<file path="src/rtl/cart_map_pkg.sv">
package cart_map_pkg;
  // Region codes taken from the upper address nibble; their values are the decode.
  typedef enum logic [3:0] {
    RG_RAMEN_A  = 4'h0,
    RG_RAMEN_B  = 4'h1,
    RG_ROM_LO   = 4'h2,
    RG_ROM_HI   = 4'h3,
    RG_RAMBNK_A = 4'h4,
    RG_RAMBNK_B = 4'h5
  } region_e;

  typedef struct packed {
    logic ram_en_sel;
    logic rom_lo_sel;
    logic rom_hi_sel;
    logic ram_bank_sel;
  } wr_sel_t;

  localparam logic [7:0] RAM_ON_CODE  = 8'h0A;
  localparam logic [7:0] RAM_OFF_CODE = 8'h00;
endpackage

</file>
<file path="src/rtl/cart_wr_decode.sv">
module cart_wr_decode
  import cart_map_pkg::*;
#(
  parameter int ADDR_W = 16
) (
  input  logic              wr_en,
  input  logic [ADDR_W-1:0] wr_addr,
  output wr_sel_t           sel
);
  localparam int RG_LSB = ADDR_W - 4;

  logic [3:0] region;
  assign region = wr_addr[ADDR_W-1:RG_LSB];

  always_comb begin
    sel = '0;
    if (wr_en) begin
      unique case (region)
        RG_RAMEN_A,  RG_RAMEN_B:  sel.ram_en_sel   = 1'b1;
        RG_ROM_LO:                sel.rom_lo_sel   = 1'b1;
        RG_ROM_HI:                sel.rom_hi_sel   = 1'b1;
        RG_RAMBNK_A, RG_RAMBNK_B: sel.ram_bank_sel = 1'b1;
        default:                  sel = '0;
      endcase
    end
  end

  always_comb begin
    AST_ONE_TARGET: assert ($onehot0(sel));
  end
endmodule

</file>
<file path="src/rtl/cart_rom_bank_reg.sv">
module cart_rom_bank_reg #(
  parameter int DATA_W     = 8,
  parameter int ROM_BANK_W = 9
) (
  input  logic                  clk,
  input  logic                  rst_n,
  input  logic                  lo_sel,
  input  logic                  hi_sel,
  input  logic [DATA_W-1:0]     wr_data,
  output logic [ROM_BANK_W-1:0] bank
);
  localparam int HI_W = ROM_BANK_W - DATA_W;
  localparam logic [ROM_BANK_W-1:0] RESET_BANK = ROM_BANK_W'(1);

  always_ff @(posedge clk or negedge rst_n) begin
    if (!rst_n) begin
      bank <= RESET_BANK;
    end else if (lo_sel) begin
      bank[DATA_W-1:0] <= wr_data;
    end else if (hi_sel) begin
      bank[ROM_BANK_W-1:DATA_W] <= wr_data[HI_W-1:0];
    end
  end

  AST_LO_KEEPS_HI: assert property (@(posedge clk) disable iff (!rst_n)
    lo_sel |=> bank[ROM_BANK_W-1:DATA_W] == $past(bank[ROM_BANK_W-1:DATA_W]));
  AST_HI_KEEPS_LO: assert property (@(posedge clk) disable iff (!rst_n)
    hi_sel |=> bank[DATA_W-1:0] == $past(bank[DATA_W-1:0]));
  AST_ZERO_KEPT: assert property (@(posedge clk) disable iff (!rst_n)
    (lo_sel && wr_data == '0 && bank[ROM_BANK_W-1:DATA_W] == '0) |=> bank == '0);
endmodule

</file>
<file path="src/rtl/cart_ram_ctrl.sv">
module cart_ram_ctrl
  import cart_map_pkg::*;
#(
  parameter int DATA_W     = 8,
  parameter int RAM_BANK_W = 4,
  parameter bit RUMBLE_EN  = 1'b1,
  parameter int RUMBLE_BIT = 3
) (
  input  logic                  clk,
  input  logic                  rst_n,
  input  logic                  en_sel,
  input  logic                  bank_sel,
  input  logic [DATA_W-1:0]     wr_data,
  output logic [RAM_BANK_W-1:0] bank,
  output logic                  ram_en,
  output logic                  rumble
);
  logic [RAM_BANK_W-1:0] bank_in;

  always_ff @(posedge clk or negedge rst_n) begin
    if (!rst_n) begin
      ram_en <= 1'b0;
    end else if (en_sel) begin
      if (wr_data == RAM_ON_CODE)       ram_en <= 1'b1;
      else if (wr_data == RAM_OFF_CODE) ram_en <= 1'b0;
    end
  end

  generate
    if (RUMBLE_EN) begin : g_rumble
      always_comb begin
        bank_in = wr_data[RAM_BANK_W-1:0];
        bank_in[RUMBLE_BIT] = 1'b0;
      end
      always_ff @(posedge clk or negedge rst_n) begin
        if (!rst_n)        rumble <= 1'b0;
        else if (bank_sel) rumble <= wr_data[RUMBLE_BIT];
      end
      AST_MOTOR_BIT_CLEARED: assert property (@(posedge clk) disable iff (!rst_n)
        bank_sel |=> !bank[RUMBLE_BIT]);
    end else begin : g_plain
      assign bank_in = wr_data[RAM_BANK_W-1:0];
      assign rumble  = 1'b0;
      always_comb begin
        AST_NO_MOTOR: assert (rumble == 1'b0);
      end
    end
  endgenerate

  always_ff @(posedge clk or negedge rst_n) begin
    if (!rst_n)        bank <= '0;
    else if (bank_sel) bank <= bank_in;
  end

  AST_RAM_ON: assert property (@(posedge clk) disable iff (!rst_n)
    (en_sel && wr_data == RAM_ON_CODE) |=> ram_en);
  AST_RAM_OFF: assert property (@(posedge clk) disable iff (!rst_n)
    (en_sel && wr_data == RAM_OFF_CODE) |=> !ram_en);
  AST_RAM_JUNK_IGNORED: assert property (@(posedge clk) disable iff (!rst_n)
    (en_sel && wr_data != RAM_ON_CODE && wr_data != RAM_OFF_CODE) |=> $stable(ram_en));
endmodule

</file>
<file path="src/rtl/cart_bank_mapper.sv">
module cart_bank_mapper
  import cart_map_pkg::*;
#(
  parameter int ADDR_W     = 16,
  parameter int DATA_W     = 8,
  parameter int ROM_BANK_W = 9,
  parameter int RAM_BANK_W = 4,
  parameter bit RUMBLE_EN  = 1'b1,
  parameter int RUMBLE_BIT = 3
) (
  input  logic                  clk,
  input  logic                  rst_n,
  input  logic                  wr_en,
  input  logic [ADDR_W-1:0]     wr_addr,
  input  logic [DATA_W-1:0]     wr_data,
  output logic [ROM_BANK_W-1:0] rom_bank,
  output logic [RAM_BANK_W-1:0] ram_bank,
  output logic                  ram_en,
  output logic                  rumble
);
  localparam int RG_LSB = ADDR_W - 4;

  wr_sel_t sel;

  cart_wr_decode #(.ADDR_W(ADDR_W)) u_decode (
    .wr_en   (wr_en),
    .wr_addr (wr_addr),
    .sel     (sel)
  );

  cart_rom_bank_reg #(.DATA_W(DATA_W), .ROM_BANK_W(ROM_BANK_W)) u_rom (
    .clk     (clk),
    .rst_n   (rst_n),
    .lo_sel  (sel.rom_lo_sel),
    .hi_sel  (sel.rom_hi_sel),
    .wr_data (wr_data),
    .bank    (rom_bank)
  );

  cart_ram_ctrl #(
    .DATA_W(DATA_W), .RAM_BANK_W(RAM_BANK_W),
    .RUMBLE_EN(RUMBLE_EN), .RUMBLE_BIT(RUMBLE_BIT)
  ) u_ram (
    .clk      (clk),
    .rst_n    (rst_n),
    .en_sel   (sel.ram_en_sel),
    .bank_sel (sel.ram_bank_sel),
    .wr_data  (wr_data),
    .bank     (ram_bank),
    .ram_en   (ram_en),
    .rumble   (rumble)
  );

  AST_DEAD_REGION: assert property (@(posedge clk) disable iff (!rst_n)
    (wr_en && wr_addr[ADDR_W-1:RG_LSB] >= 4'h6) |=>
      ($stable(rom_bank) && $stable(ram_bank) && $stable(ram_en) && $stable(rumble)));
  AST_IDLE_HOLDS: assert property (@(posedge clk) disable iff (!rst_n)
    !wr_en |=> ($stable(rom_bank) && $stable(ram_bank) && $stable(ram_en) && $stable(rumble)));
endmodule

</file>
<file path="config.mk">
export PLATFORM = sky130hd
export DESIGN_NAME = cart_bank_mapper
export DESIGN_NICKNAME = d
export VERILOG_FILES = /design/src/rtl/cart_map_pkg.sv /design/src/rtl/cart_wr_decode.sv /design/src/rtl/cart_rom_bank_reg.sv /design/src/rtl/cart_ram_ctrl.sv /design/src/rtl/cart_bank_mapper.sv
export SDC_FILE = /design/constraint.sdc
export NUM_CORES = 1
export LEC_CHECK = 0
export BUFFER_PORTS_ARGS = -buffer_cell sky130_fd_sc_hd__buf_2
export CAP_MARGIN = 5
export CORE_MARGIN = 2
export CORE_UTILIZATION = 46
export CTS_BUF_LIST = sky130_fd_sc_hd__clkbuf_2
export DETAILED_ROUTE_END_ITERATION = 7
export PLACE_DENSITY = 0.86
export SLEW_MARGIN = 20
export SYNTH_ARGS = -nofsm -noshare
export SYNTH_HDL_FRONTEND = slang
export SYNTH_HIERARCHICAL = 1
export SYNTH_SLANG_ARGS = --single-unit
</file>
<file path="constraint.sdc">
create_clock -name clk -period 1.45 [get_ports clk]
set_input_delay 0.2175 -clock clk [delete_from_list [all_inputs] [get_ports clk]]
set_output_delay 0.2175 -clock clk [all_outputs]
set_load 0.05 [all_outputs]
</file>
==> After elaboration in Yosys (flattened, before gate mapping) <==
Cells that the tools add are included.
{ "totals": {"reg_bits": 14, "inputBits": 27, "out_inout_bits": 15} }
{ "classes": {"eq_ne": 6, "n_mux": 7, "n_bitwise": 1, "n_reduce_logical": 7} }
{ "ops": {"columns": ["op", "count"], "rows": [
  ["equality test 4 x 2 -> 1 bit (second input constant)", 2],
  ["equality test 4 x 3 -> 1 bit (second input constant)", 2],
  ["equality test 8 x 4 -> 1 bit (second input constant)", 1],
  ["logical NOT 8 bit", 1],
  ["2-to-1 mux 1 bit", 6],
  ["equality test 4 x 1 -> 1 bit (second input constant)", 1],
  ["logical NOT 4 bit", 1],
  ["2-to-1 mux 4 bit", 1],
  ["AND reduction 2 bit", 2],
  ["OR reduction 2 bit", 2],
  ["nonzero test 2 bit", 1],
  ["NOT 1 bit", 1]
]} }

==> Longest topological paths before layout <==
{ "depth": {"ltp_word": 6, "mapped_depth": 5} }

==> Hierarchy <==
The synthesis kept the hierarchy.
{ "modules_own_cells": {"columns": ["mod", "instances", "cells_each", "area_per_inst_um2", "seq_area_each_um2"], "rows": [
  ["cart_rom_bank_reg", 1, 20, 356.6, 226.5],
  ["cart_ram_ctrl", 1, 18, 237.7, 125.1],
  ["cart_wr_decode", 1, 5, 57.6, 0.0]
]} }

==> Worst setup path before layout <==
No wires, ideal clock.
{ "synth_path": {"path_kind": "input port to flip-flop", "startpoint": "in wr_addr[15]", "endpoint": "reg u_rom.bank[8]", "arrival_ns": 1.151, "required_ns": 1.325, "path_slack_ns": 0.174, "path_stages": 5, "path_cell_list": "nand2b_4 nor4b_2 buf_6 nand2b_4 mux2_4"} }
{ "synth_lines": {"columns": ["element", "line", "source"], "rows": [
  ["from (decl)", "cart_bank_mapper.sv:14", "input logic [ADDR_W-1:0] wr_addr,"],
  ["to (signal, indexed assignment)", "cart_rom_bank_reg.sv:19", "bank[DATA_W-1:0] <= wr_data;"],
  ["to (signal, indexed assignment)", "cart_rom_bank_reg.sv:21", "bank[ROM_BANK_W-1:DATA_W] <= wr_data[HI_W-1:0];"],
  ["to (decl)", "cart_rom_bank_reg.sv:10", "output logic [ROM_BANK_W-1:0] bank"]
]} }

==> Worst setup path in the final report <==
{ "layout_path": {"startpoint": "reg u_rom.bank[0]", "endpoint": "out rom_bank[0]"} }
{ "layout_lines": {"columns": ["element", "line", "source"], "rows": [
  ["to (decl)", "cart_bank_mapper.sv:16", "output logic [ROM_BANK_W-1:0] rom_bank,"]
]} }
No word-level cell between the ends.

==> out/qor.txt <==
IO buf count = 28
Largest delay share family, worst path = flip-flops
Fraction of layout cells with a size suffix above 1 = 0.701
Postcts setup bufs = 0
Gr usage total = 0.175
Clk root buf = clkbuf_2
Vias per cell = 5.04
Reg-to-Reg Start = u_ram/ram_en
Int Pwr = 0.000698 W
Max cap viols = 0
Fmax = 780 MHz
Worst Setup End Kind = output port
Syn Inst Count = 43
Clk_lat worst skew = 0.26 ns
Vias in the first global route = 522
Antenna violations before repair = 0
Number of remaining DRC errors = 0
Setup Skew = 0 ns
Final #Nets = 105
Mapped Avg Cell Area = 15.2 um^2
Filler instances = 119
Leading area contributor after synthesis = dfrtp_1
Met1 wire length = 489 um
CP arrival = 1.06 ns
Critical Path RT = 1.23 ns
Area growth syn-to-layout = 29.6%
Gate power share = 0.432
Wire length on met3 = 83 um
Placer Congestion = 0.727
Leak = 0.418 nW
Initial DRC count = 0
Reg clk slew, reported paths = 0.13 ns
Worst path slowest cell = dfstp_2
Switching share of power = 0.439
Most common cell after layout, fill and taps aside = buf_2
DIE AREA = 0.00173 mm^2
First drt pass iteration count = 1
CP startpoint = u_rom/bank[0]
Commonest cells after routing, fill and taps aside = buf_2 (28), dfrtp_1 (13), mux2_2 (12)
Top layer reached by signal wires = met4
Row cnt = 13
I/O Pins = 42
Grt ovf = 0
Hold Crit Depth = 2
Synth cell types = 17
Flop pwr share = 0.413
Diodes inserted = 0
Antenna-violating nets left = 0
Core region area = 0.00132 mm^2
Max Slew Vio Count = 0
Longest Clk Path Bufs = 2
Clock power share = 0.155
Crit path depth = 1
Met2 wire len = 675 um
Hold Vio Cnt, Final = 0
Netlist Area Pre-Place = 652 um^2
Pwr dens = 1470 mW/mm^2
Reg2Reg Depth = 3
Register area share after synthesis = 0.539
Die width = 41.6 um
Slowest stage delay, CP = 0.55 ns
TritonCTS clock tree = built
Syn Nets = 70
DR vias = 464
Switching pwr = 0.000547 W
Fin Hold WS = 0.193 ns
Starting density of the core = 0.495
Hpwl dp = 1.03 mm
Setup WS post-layout = 0.169 ns
Final setup vio count = 0
CP cell instances = buf_2
Tmin final = 1.28 ns
Yosys warning count = 6
Clock Sinks = 14
Top post-synthesis cells by area = dfrtp_1 (50%), mux2_2 (21%), nand2b_4 (4.2%)
Synth top area share = 0.499
Startpoint class of the critical path = flop
First-pass GRT wire length = 2.26 mm
VDD IR max = 790 uV
H-tree depth = 1
Status = completed
Worst Path Max Fanout = 2
Hold path startpoint = wr_data[5]
RSZ-0062 raised after global routing = false
Worst path buffer plus inverter count = 1
Finished Core Util = 0.641
Tcrit/Tclk final = 0.884
Height of the die = 41.6 um
Largest net degree at the start of global routing = 15
Seq cells post-synth = 14
Total CTS buffers = 3
Routed WL = 1.26 mm
Hold crit path type = input pin to flop
Crit Path Category = flop to output port
Pre-CTS setup slack = -0.0231 ns
WL/cell = 13.7 um
Yosys cell counts:
library cell   n
mux2_2        12
buf_4          1
nor3_1         2
mux2_4         1
nand3_1        1
nand2b_4       2
nor4bb_2       1
nor4b_4        1
inv_1          2
a2bb2oi_1      1
nor4b_2        1
a31oi_1        1
conb_1         1
dfstp_2        1
buf_6          1
nor3b_1        1
dfrtp_1       13
kinds of logic after synthesis:
logic type      synth area share
mux                        0.230
buf+inv                   0.0403
flops                      0.539
other cells              0.00575
simple gates               0.161
compound gates            0.0230
per-layer routing:
| layer | global-route usage | up-vias |
|---|---|---|
| li1 | - | 222 |
| met1 | 0.202 | 221 |
| met2 | 0.300 | 19 |
| met3 | 0.0522 | 2 |
| met4 | 0.0710 | 0 |
| met5 | 0 | - |
area by class of cell:
cell class / instances / area, um^2 / area share
inverters: 2 / 7.51 / 0.00889
flip-flops and latches: 14 / 352 / 0.416
clock buffers: 4 / 20.0 / 0.0237
multi-input cells: 25 / 274 / 0.324
repair buffers: 32 / 173 / 0.204
well taps: 15 / 18.8 / 0.0222
state kept, by name (all words and copies together), names as in the netlist:
signal,count
u_ram/ram_en,1
u_rom/bank,9
u_ram/bank,3
u_ram/rumble,1
path summary, 6_finish.rpt:
| check | end | slack (ns) |
|---|---|---|
| min reg2reg | u_rom/bank[7] | 0.52 |
| max in group asynchronous | u_rom/bank[0] | 0.80 |
| min in group asynchronous | u_ram/rumble | 0.36 |
| max reg2reg | u_ram/ram_en | 0.66 |
| max | rom_bank[0] | 0.17 |
| min | u_rom/bank[5] | 0.19 |
metrics by stage:
step | instance area [um^2] | power [W] | std cells | setup TNS [ns]
floorplan | 652 | 0.000923 | 43 | 0
global placement | 815 | 0.00105 | 87 | -0.0275
detailed placement | 815 | 0.00107 | 87 | -0.0702
CTS | 845 | 0.00126 | 92 | 0
global route | 845 | 0.00130 | 92 | 0
finish | 845 | 0.00124 | 92 | 0
repair_timing:
action | 4_1_cts | 5_1_grt
hold endpoints to repair | 13 | 0
gates resized for setup | 0 | 0
hold buffers | 1 | 0
power groups by stage:
| stage | registers, W | logic [W] | clock network (W) |
|---|---|---|---|
| after floorplan | 0.000823 | 0.000100 | 0 |
| after global placement | 0.000519 | 0.000530 | 0 |
| after detailed placement | 0.000526 | 0.000539 | 0 |
| after CTS | 0.000517 | 0.000542 | 0.000200 |
| after global routing | 0.000527 | 0.000560 | 0.000216 |
| final | 0.000514 | 0.000538 | 0.000192 |
No activity file was read; power rests on OpenSTA's default activity.
